**config.mk**
```make
export PLATFORM = sky130hd
export DESIGN_NAME = sysref_lmfc_align
export DESIGN_NICKNAME = d
export VERILOG_FILES = /design/src/rtl/sysref_lmfc_pkg.sv /design/src/rtl/sysref_lmfc_datapath.sv /design/src/rtl/sysref_lmfc_control.sv /design/src/rtl/sysref_lmfc_align.sv
export SDC_FILE = /design/constraint.sdc
export NUM_CORES = 1
export LEC_CHECK = 0
export BUFFER_PORTS_ARGS = -buffer_cell sky130_fd_sc_hd__buf_2
export CAP_MARGIN = 40
export CELL_PAD_IN_SITES_DETAIL_PLACEMENT = 1
export CELL_PAD_IN_SITES_GLOBAL_PLACEMENT = 2
export CORE_MARGIN = 2
export CORE_UTILIZATION = 34
export CTS_CLUSTER_SIZE = 30
export DETAILED_ROUTE_END_ITERATION = 8
export GPL_ROUTABILITY_DRIVEN = 0
export HOLD_SLACK_MARGIN = 0.03
export MAX_ROUTING_LAYER = met4
export PLACE_DENSITY_LB_ADDON = 0.1
export SYNTH_ARGS = -nofsm -noshare
export SYNTH_HDL_FRONTEND = slang
export SYNTH_SLANG_ARGS = --single-unit
```
**constraint.sdc**
```tcl
create_clock -name clk -period 7.8 [get_ports clk]
set_clock_uncertainty 0.2 [all_clocks]
set_input_delay 1.56 -clock clk [delete_from_list [all_inputs] [get_ports clk]]
set_output_delay 1.56 -clock clk [all_outputs]
set_load 0.02 [all_outputs]
```
**src/rtl/sysref_lmfc_pkg.sv**
```systemverilog
package sysref_lmfc_pkg;

  typedef enum logic [1:0] {
    ST_IDLE    = 2'd0,
    ST_ACQUIRE = 2'd1,
    ST_REALIGN = 2'd2,
    ST_MONITOR = 2'd3
  } alignState_t;

  // control -> datapath
  typedef struct packed {
    logic loadLmfc;
  } ctrlStrobes_t;

  // datapath -> control
  typedef struct packed {
    logic alignEdge;
    logic inWindow;
    logic shortHigh;
  } dpEvents_t;

endpackage

```
**src/rtl/sysref_lmfc_datapath.sv**
```systemverilog
module sysref_lmfc_datapath
  import sysref_lmfc_pkg::*;
#(
  parameter int CNT_W    = 8,
  parameter int MIN_HIGH = 2
) (
  input  logic             clk,
  input  logic             rstN,
  input  logic             sysrefIn,
  input  logic             cfgFallingEdge,
  input  logic [CNT_W-1:0] cfgPeriodM1,
  input  logic [CNT_W-1:0] cfgWindow,
  input  ctrlStrobes_t     strobes,
  output dpEvents_t        events,
  output logic             lmfcBoundary
);

  localparam int DW     = CNT_W + 1;
  localparam int HI_W   = $clog2(MIN_HIGH + 1);
  localparam logic [CNT_W-1:0] ALIGN_LOAD = '0;
  localparam logic [HI_W-1:0]  HI_SAT     = HI_W'(MIN_HIGH);

  logic             sysPrev;
  logic [HI_W-1:0]  hiCnt;
  logic [CNT_W-1:0] lmfcCnt;
  logic             atWrap;
  logic             riseEv, fallEv;
  logic [DW-1:0]    periodLen, lateDist, earlyDist, winExt;

  assign riseEv = sysrefIn & ~sysPrev;
  assign fallEv = ~sysrefIn & sysPrev;
  assign atWrap = (lmfcCnt >= cfgPeriodM1);

  always_ff @(posedge clk) begin
    if (!rstN) begin
      sysPrev <= 1'b0;
      hiCnt   <= '0;
    end else begin
      sysPrev <= sysrefIn;
      if (!sysrefIn)
        hiCnt <= '0;
      else if (hiCnt < HI_SAT)
        hiCnt <= hiCnt + HI_W'(1);
    end
  end

  always_ff @(posedge clk) begin
    if (!rstN)
      lmfcCnt <= '0;
    else if (strobes.loadLmfc)
      lmfcCnt <= ALIGN_LOAD;
    else if (atWrap)
      lmfcCnt <= '0;
    else
      lmfcCnt <= lmfcCnt + CNT_W'(1);
  end

  // phase distance of the current cycle from the wrap point
  always_comb begin
    periodLen = {1'b0, cfgPeriodM1} + DW'(1);
    lateDist  = atWrap ? '0 : ({1'b0, lmfcCnt} + DW'(1));
    earlyDist = periodLen - lateDist;
    winExt    = {1'b0, cfgWindow};
  end

  always_comb begin
    events.alignEdge = cfgFallingEdge ? fallEv : riseEv;
    events.inWindow  = (lateDist <= winExt) ||
                       ((lateDist != '0) && (earlyDist <= winExt));
    events.shortHigh = fallEv && (hiCnt < HI_SAT);
  end

  assign lmfcBoundary = atWrap;

endmodule

```
**src/rtl/sysref_lmfc_control.sv**
```systemverilog
module sysref_lmfc_control
  import sysref_lmfc_pkg::*;
#(
  parameter int SKIP_W = 8
) (
  input  logic              clk,
  input  logic              rstN,
  input  logic              enable,
  input  logic [SKIP_W-1:0] cfgSkipEdges,
  input  logic              armReq,
  input  logic              cfgOneShot,
  input  logic              clrStatus,
  input  dpEvents_t         events,
  output ctrlStrobes_t      strobes,
  output logic              inSync,
  output logic              lmfcResetPulse,
  output logic              windowMissSticky,
  output logic              shortPulseSticky,
  output alignState_t       state
);

  alignState_t       nextState;
  logic [SKIP_W-1:0] skipRem;
  logic              armed;
  logic              syncLost;
  logic              loadNow;
  logic              missEv;

  assign missEv = enable && (state == ST_MONITOR) &&
                  events.alignEdge && !events.inWindow;

  always_comb begin
    nextState = state;
    loadNow   = 1'b0;
    unique case (state)
      ST_IDLE:    if (enable) nextState = ST_ACQUIRE;
      ST_ACQUIRE: if (events.alignEdge && skipRem == '0 && armed) begin
                    loadNow   = 1'b1;
                    nextState = ST_REALIGN;
                  end
      ST_REALIGN: nextState = ST_MONITOR;
      ST_MONITOR: if (missEv && armed) begin
                    loadNow   = 1'b1;
                    nextState = ST_REALIGN;
                  end
      default:    nextState = ST_IDLE;
    endcase
    if (!enable) begin
      nextState = ST_IDLE;
      loadNow   = 1'b0;
    end
  end

  always_ff @(posedge clk) begin
    if (!rstN) begin
      state    <= ST_IDLE;
      skipRem  <= '0;
      armed    <= 1'b0;
      syncLost <= 1'b0;
    end else begin
      state <= nextState;
      if (state == ST_IDLE)
        skipRem <= cfgSkipEdges;
      else if (state == ST_ACQUIRE && events.alignEdge && skipRem != '0)
        skipRem <= skipRem - SKIP_W'(1);
      armed <= armReq | (armed & ~(loadNow & cfgOneShot));
      if (loadNow || state == ST_IDLE)
        syncLost <= 1'b0;
      else if (state == ST_MONITOR && events.alignEdge)
        syncLost <= !events.inWindow;
    end
  end

  always_ff @(posedge clk) begin
    if (!rstN) begin
      windowMissSticky <= 1'b0;
      shortPulseSticky <= 1'b0;
    end else begin
      if (missEv)         windowMissSticky <= 1'b1;
      else if (clrStatus) windowMissSticky <= 1'b0;
      if (events.shortHigh) shortPulseSticky <= 1'b1;
      else if (clrStatus)   shortPulseSticky <= 1'b0;
    end
  end

  assign strobes.loadLmfc = loadNow;
  assign lmfcResetPulse   = (state == ST_REALIGN);
  assign inSync           = (state == ST_MONITOR) && !syncLost;

endmodule

```
**src/rtl/sysref_lmfc_align.sv**
```systemverilog
module sysref_lmfc_align
  import sysref_lmfc_pkg::*;
#(
  parameter int CNT_W  = 8,
  parameter int SKIP_W = 8
) (
  input  logic              clk,
  input  logic              rstN,
  input  logic              enable,
  input  logic              sysrefIn,
  input  logic [CNT_W-1:0]  cfgPeriodM1,
  input  logic              cfgFallingEdge,
  input  logic [SKIP_W-1:0] cfgSkipEdges,
  input  logic              armReq,
  input  logic              cfgOneShot,
  input  logic [CNT_W-1:0]  cfgWindow,
  input  logic              clrStatus,
  output logic              lmfcBoundary,
  output logic              inSync,
  output logic              lmfcResetPulse,
  output logic              windowMissSticky,
  output logic              shortPulseSticky,
  output logic [1:0]        alignState
);

  ctrlStrobes_t strobes;
  dpEvents_t    events;
  alignState_t  stateQ;

  sysref_lmfc_datapath #(.CNT_W(CNT_W), .MIN_HIGH(2)) uDatapath (
    .clk            (clk),
    .rstN           (rstN),
    .sysrefIn       (sysrefIn),
    .cfgFallingEdge (cfgFallingEdge),
    .cfgPeriodM1    (cfgPeriodM1),
    .cfgWindow      (cfgWindow),
    .strobes        (strobes),
    .events         (events),
    .lmfcBoundary   (lmfcBoundary)
  );

  sysref_lmfc_control #(.SKIP_W(SKIP_W)) uControl (
    .clk              (clk),
    .rstN             (rstN),
    .enable           (enable),
    .cfgSkipEdges     (cfgSkipEdges),
    .armReq           (armReq),
    .cfgOneShot       (cfgOneShot),
    .clrStatus        (clrStatus),
    .events           (events),
    .strobes          (strobes),
    .inSync           (inSync),
    .lmfcResetPulse   (lmfcResetPulse),
    .windowMissSticky (windowMissSticky),
    .shortPulseSticky (shortPulseSticky),
    .state            (stateQ)
  );

  assign alignState = stateQ;

endmodule

```
==> results of run 1 <==
==> how the worst min path moves through the flow <==
stage               cells past startpoint  slack, ps                 end                from
detailed placement                      2        270  uDatapath.hiCnt[1]  uDatapath.hiCnt[0]
global route                            2        350  uDatapath.hiCnt[1]  uDatapath.hiCnt[0]
CTS                                     2        290  uDatapath.hiCnt[1]  uDatapath.hiCnt[0]
floorplan                               2        250  uDatapath.hiCnt[1]  uDatapath.hiCnt[0]
finish                                  2        290  uDatapath.hiCnt[1]  uDatapath.hiCnt[0]
global placement                        2        270  uDatapath.hiCnt[1]  uDatapath.hiCnt[0]
==> flip-flops by register name (all words and copies together) (netlist names) <==
name	cells
uControl.syncLost	1
uControl.armed	1
uDatapath.hiCnt	2
uControl.state	2
uControl.windowMissSticky	1
uControl.shortPulseSticky	1
uDatapath.lmfcCnt	8
uDatapath.sysPrev	1
uControl.skipRem	8
==> per-stage QoR <==
stage / area (um2) / power, mW
after detailed placement: 2616 / 0.2760
after CTS: 2665 / 0.3568
final: 2665 / 0.3518
after global routing: 2665 / 0.3838
after floorplan: 2345 / 0.2376
after global placement: 2616 / 0.2747
==> power by group through the flow <==
stage / logic, mW / registers [mW] / clock network (mW)
5_1_grt: 0.153 / 0.141 / 0.0895
3_3_place_gp: 0.132 / 0.143 / 0
6_report: 0.131 / 0.140 / 0.0807
2_1_floorplan: 0.0962 / 0.141 / 0
3_5_place_dp: 0.133 / 0.143 / 0
4_1_cts: 0.133 / 0.140 / 0.0831
==> logic make-up (layout without fill, tap and decap cells) <==
| family | count (synthesis) | count (layout) | share of synthesized area |
|---|---|---|---|
| xor+xnor | 17 | 17 | 0.06350 |
| simple gates | 102 | 102 | 0.2369 |
| mux | 2 | 2 | 0.009071 |
| compound gates | 53 | 53 | 0.1756 |
| buf+inv | 43 | 79 | 0.06884 |
| flops | 25 | 25 | 0.2134 |
| fa+ha+maj | 43 | 43 | 0.2327 |
==> worst max-delay path: stages <==
cell and delay, ps:
buf_2 90, inv_1 40, ha_1 290, a2111o_1 430, nor2_1 80, o21ai_0 80, o211a_1 280, or2_2 390
ha_1 310, inv_1 60, fa_1 460, inv_1 70, a21o_1 100, a21oi_1 90, o21bai_1 150, a21oi_1 100
xnor2_1 130, ha_1 190, a2111oi_0 380, o21ai_0 150, a21oi_1 140, nor3_1 100, a2111oi_4 480, o311ai_4 240
nor3b_2 190
==> metal layers <==
metal / GRT usage / wire length [um]
met1: 0.2121 / 2779
met3: 0.01517 / 157
met4: 0.03835 / 59
met2: 0.3262 / 2974
met5: - / 0
==> layout by cell type, fill, tap and decap left out, types with 3 or more instances in the layout <==
cell,netlist,final
a21o_1,3,3
a21oi_1,11,11
buf_2,0,38
clkbuf_8,0,3
dfxtp_1,25,25
ha_1,42,42
inv_1,36,36
nand2_1,19,19
nand2b_1,6,6
nand3_1,7,7
nand4_1,5,5
nor2_1,26,26
nor2b_1,6,6
nor3_1,6,6
o211a_1,5,5
o21ai_0,10,10
o21bai_1,3,3
or2_2,6,6
or4_1,3,3
xnor2_1,10,10
xor2_1,7,7
==> cell type report <==
| type | count | area, um2 | share of cell area |
|---|---|---|---|
| multi-input cells | 217 | 1683 | 0.6315 |
| flip-flops and latches | 25 | 500.5 | 0.1878 |
| repair buffers | 39 | 197.7 | 0.07418 |
| inverters | 36 | 135.1 | 0.05070 |
| well taps | 80 | 100.1 | 0.03756 |
| clock buffers | 3 | 41.29 | 0.01549 |
| clock inverters | 1 | 7.507 | 0.002817 |
==> flow_summary.json, run 1 <==
{
  "initial_core_util": 0.3490,
  "intPower_uw": 230.6,
  "area_delta_synth_final_pct": 13.66,
  "endpoint": "uDatapath.lmfcCnt[1]",
  "cts_resized": 0,
  "combPwrFrac": 0.373,
  "status": "finished, final reports clean",
  "cap_violations": 0,
  "dieArea_um2": 7577,
  "place_inst": 397,
  "ys_ff_latch": 25,
  "synth_warnings": 0,
  "fin_nets": 397,
  "setup_violations": 0,
  "r2r-end": "uDatapath.lmfcCnt[1]",
  "drtAntennaViolNets": 0,
  "grt_pass1_wl_um": 10360,
  "vias_per_cell": 5.209,
  "final_util": 0.3966,
  "synth_edf_count": 0,
  "switching_power_uw": 121.3,
  "fillCellCount": 835,
  "synth_most_common_cell": "ha_1",
  "firstDrtPassIters": 3,
  "synth_common_cells": "42 x ha_1, 36 x inv_1, 26 x nor2_1, 25 x dfxtp_1, 19 x nand2_1",
  "fmax_mhz": 151.9,
  "hold_path.class": "reg2reg",
  "power_density_nw_per_um2": 132.0,
  "fin_hold_ws_ps": 285.2,
  "critPathLaunchType": "input port",
  "clkSinkCount": 25,
  "worst_slew_pin_slew_ps": 503.3,
  "ios": 39,
  "peakVddDrop_v": 0.00009845,
  "place_ws_ps": 895.0,
  "synth.top_cell.area_share": 0.2241,
  "synth_area_leaders": "ha_1 22%, dfxtp_1 21%, inv_1 5.8%",
  "critical_path_peak_fanout": 12,
  "synthesis.nets": 360,
  "crit_type": "in2reg",
  "clk_pin_slew_worst_paths_ps": 90,
  "finalHoldViolCount": 0,
  "layout-drive-gt1-share": 0.1807,
  "finalSetupTns_ps": 0,
  "cts_inserted_buffers": 3,
  "portBuffers": 38,
  "via_count": 2089,
  "r2r_slack_ps": 2160,
  "cts_setup_buffers": 0,
  "cp_data_arrival_time_ps": 6590,
  "grt_use_total": 0.1785,
  "power_frac_clock": 0.229,
  "drt_wl_total_um": 5970,
  "drt_iter0_drc": 25,
  "cts_tree": "done",
  "post-route-min-period_ps": 6582,
  "synth_seq_area_share": 0.2134,
  "cts_htree_levels": 1,
  "leakage_nw": 1.334,
  "core_um2": 6719,
  "syn_inst": 285,
  "synth_area_leader_cell": "ha_1",
  "cts_hold_buffers": 0,
  "setup_ws_ps": 1218,
  "rsz0062_at_grt": "false",
  "p_sw_frac": 0.3447,
  "grt_overflow": 0,
  "antenna_cells": 0,
  "synth.distinct_cells": 51,
  "timing.rr.start": "uDatapath.lmfcCnt[6]",
  "grt_max_degree": 16,
  "avgSynthCellArea_um2": 8.227,
  "finalMaxSlewViolations": 0,
  "ys.flop_type": "dfxtp_1",
  "die_h_um": 87.05,
  "min_period_over_period": 0.8438,
  "slew_headroom": 0.6644,
  "worstSkewPairLatency_ps": 280,
  "synthesis.area_um2": 2345,
  "antenna_found_initial": 0,
  "cts.path.max_buffers": 2,
  "grt_pass1_vias": 2244,
  "cp.required_ps": 7810,
  "avgRoutedWirePerCell_um": 14.89,
  "cp-startpoint": "cfgPeriodM1[6]",
  "synthArstFlopShare": 0,
  "drcViolationCount": 0,
  "rr_worst_depth": 23,
  "die_x_um": 87.05,
  "placementRows": 30,
  "clock-root-buffer": "clkbuf_8",
  "endpoint_kind": "flip-flop",
  "finalNonFillerCells": 401,
  "p_seq_frac": 0.398,
  "place_hpwl_um": 5056
}
Power figures use the tool's default switching activity.
==> run 2, diff against run 1 <==
ABC_AREA = 1   (was default)
CORE_UTILIZATION = 28   (was 34)
clock period = 5.51 ns   (was 7.8 ns; I/O delays follow)
==> run 2 against run 1 <==
Sequential cell count unchanged. Register-to-register slack got worse by 1200 ps. Non-clock buffer count increased by 1. Clock power increased by 50%. Synthesized area increased by 7.1%. Critical path depth increased by 4. Global-route usage decreased by 2.6 points. Core utilization decreased by 6.5 points. Final cell count increased by 31%. Largest cell class unchanged.
==> flow_summary.json, run 2 <==
{
  "grt_use_total": 0.1521,
  "synth_area_leader_cell": "ha_1",
  "synth.distinct_cells": 33,
  "synthesis.area_um2": 2511,
  "crit_type": "in2reg",
  "synth_seq_area_share": 0.1993,
  "dieArea_um2": 9742,
  "antenna_found_initial": 0,
  "path_buf_inv": 4,
  "drtAntennaViolNets": 0,
  "hold_path.class": "reg2reg",
  "drt_wl_total_um": 6821,
  "drcViolationCount": 0,
  "fmax_mhz": 196.6,
  "power_frac_clock": 0.233,
  "fin_nets": 493,
  "grt.met1_usage": 0.2095,
  "busiest_layer": "met2",
  "grt_pass1_vias": 2505,
  "cp_data_arrival_time_ps": 5100,
  "ys_ff_latch": 25,
  "finalHoldViolCount": 0,
  "place_inst": 521,
  "grt_max_degree": 16,
  "synth_warnings": 0,
  "critPathLaunchType": "input port",
  "critical_path_peak_fanout": 9,
  "avgRoutedWirePerCell_um": 12.99,
  "die_x_um": 98.70,
  "p_sw_frac": 0.3804,
  "synth_most_common_cell": "nand2_1",
  "peakVddDrop_v": 0.00007596,
  "met3_usage": 0.01915,
  "synth_area_leaders": "ha_1 21%, dfxtp_1 20%, nand2_1 12%",
  "ys.flop_type": "dfxtp_1",
  "cts_inserted_buffers": 3,
  "leakage_nw": 1.607,
  "met2_usage": 0.2439,
  "antenna_cells": 0,
  "synth_common_cells": "83 x nand2_1, 71 x inv_1, 42 x ha_1, 27 x nor2_1, 26 x a21oi_1",
  "crit_path_frequent_cell": "nand2_1",
  "post-route-min-period_ps": 5086,
  "avgSynthCellArea_um2": 6.714,
  "status": "finished, final reports clean",
  "drt_iter0_drc": 25,
  "place_hpwl_um": 5850,
  "cts_hold_buffers": 0,
  "placementRows": 34,
  "switching_power_uw": 198.4,
  "portBuffers": 38,
  "rsz0062_at_grt": "false",
  "top_regs": "uControl.skipRem x8, uDatapath.lmfcCnt x8",
  "ios": 39,
  "clock-root-buffer": "clkbuf_8",
  "layout-drive-gt1-share": 0.1871,
  "synth_edf_count": 0,
  "grt_pass1_wl_um": 11760,
  "slew_headroom": 0.7519,
  "cts_htree_levels": 1,
  "cts_tree": "done",
  "worstSkewPairLatency_ps": 280,
  "cpMaxStageDelayCell": "ha_1",
  "worst_slew_pin_slew_ps": 368.3,
  "critPathTopFamily": "simple AND/OR/NAND/NOR gates",
  "initial_core_util": 0.2879,
  "grt_overflow": 0,
  "clk_pin_slew_worst_paths_ps": 110,
  "combPwrFrac": 0.385,
  "finalNonFillerCells": 525,
  "firstDrtPassIters": 4,
  "die_h_um": 98.70,
  "area_delta_synth_final_pct": 15.35,
  "power_density_nw_per_um2": 180.1,
  "synth.top_cell.area_share": 0.2093,
  "finalMaxSlewViolations": 0,
  "cts_setup_buffers": 0,
  "p_total_uw": 521.5,
  "layout_commonest_cell": "nand2_1",
  "finalSetupTns_ps": 0,
  "syn_inst": 374,
  "min_period_over_period": 0.9230,
  "core_um2": 8721,
  "slowest_delay_ps": 370,
  "synthArstFlopShare": 0,
  "synthesis.nets": 449,
  "cp.required_ps": 5520,
  "intPower_uw": 323.1,
  "p_seq_frac": 0.383,
  "vias_per_cell": 4.577,
  "clkSinkCount": 25,
  "endpoint_kind": "flip-flop",
  "via_count": 2403,
  "most-common-layout-cells": "83 x nand2_1, 71 x inv_1, 42 x ha_1",
  "setup_violations": 0,
  "cts.path.max_buffers": 2,
  "cap_violations": 0
}
==> run 2: routing by layer <==
layer | wire, um | vias to the layer above | part of all wire
met5 | 0 | - | 0
met3 | 133 | 4 | 0.019
met2 | 3038 | 20 | 0.45
met4 | 42 | 0 | 0.0062
met1 | 3606 | 1092 | 0.53
li1 | - | 1287 | -
==> run 2: path summary, 6_finish.rpt <==
path | from | end | slack [ps] | cells after the start
worst max-delay path | cfgPeriodM1[7] | uControl.syncLost | 420 | 29
worst min-delay path | uDatapath.hiCnt[1] | uDatapath.hiCnt[0] | 270 | 2
worst max register to register | uDatapath.lmfcCnt[0] | uControl.syncLost | 960 | 31
worst min register to register | uDatapath.hiCnt[1] | uDatapath.hiCnt[0] | 270 | 2
==> run 2: power groups by stage <==
stage | clock network, mW | registers (mW) | logic, mW
5_1_grt | 0.134 | 0.201 | 0.237
3_3_place_gp | 0 | 0.204 | 0.201
6_report | 0.121 | 0.200 | 0.201
2_1_floorplan | 0 | 0.202 | 0.143
4_1_cts | 0.130 | 0.200 | 0.205
3_5_place_dp | 0 | 0.204 | 0.204
==> run 2: kinds of logic (layout without fill, tap and decap cells) <==
group,Yosys count,count (layout),synth area share
XOR/XNOR,9,9,0.03139
buffers and inverters,79,122,0.1181
flip-flops,25,25,0.1993
adder cells (fa/ha/maj),43,43,0.2172
AND/OR/NAND/NOR,165,165,0.3159
AO/OA/AOI/OAI,53,53,0.1181
==> run 2: worst reg2reg max path: cells and delay by family (launching register included) <==
family	cells	cell delay (ps)
compound gates	4	500
flops	1	390
simple gates	19	1680
fa+ha+maj	4	1280
xor+xnor	1	160
buf+inv	3	280
==> run 2: through the flow <==
stage	cell area, um2	setup WS [ps]	hold slack, ps	util
2_1_floorplan	2511	568.8	235.4	-
3_3_place_gp	2848	186.4	252.1	0.3265
3_5_place_dp	2848	99.36	257.2	0.3265
4_1_cts	2897	385.8	273.9	0.3321
5_1_grt	2897	49.33	307.8	0.3321
6_report	2897	424.1	267.3	0.3321
==> run 2: what timing repair did <==
item	CTS	global route
endpoints found under the hold margin	0	0
gates resized for setup	0	1
setup endpoints to repair	0	9
==> run 2: cell type report <==
class	count	area, um2
Multi-Input combinational cell	270	1714
Tap cell	108	135.1
Clock inverter	1	7.507
Sequential cell	25	500.5
Clock buffer	3	41.29
Fill cell	1132	5824
Timing Repair Buffer	40	205.2
Inverter	78	292.8
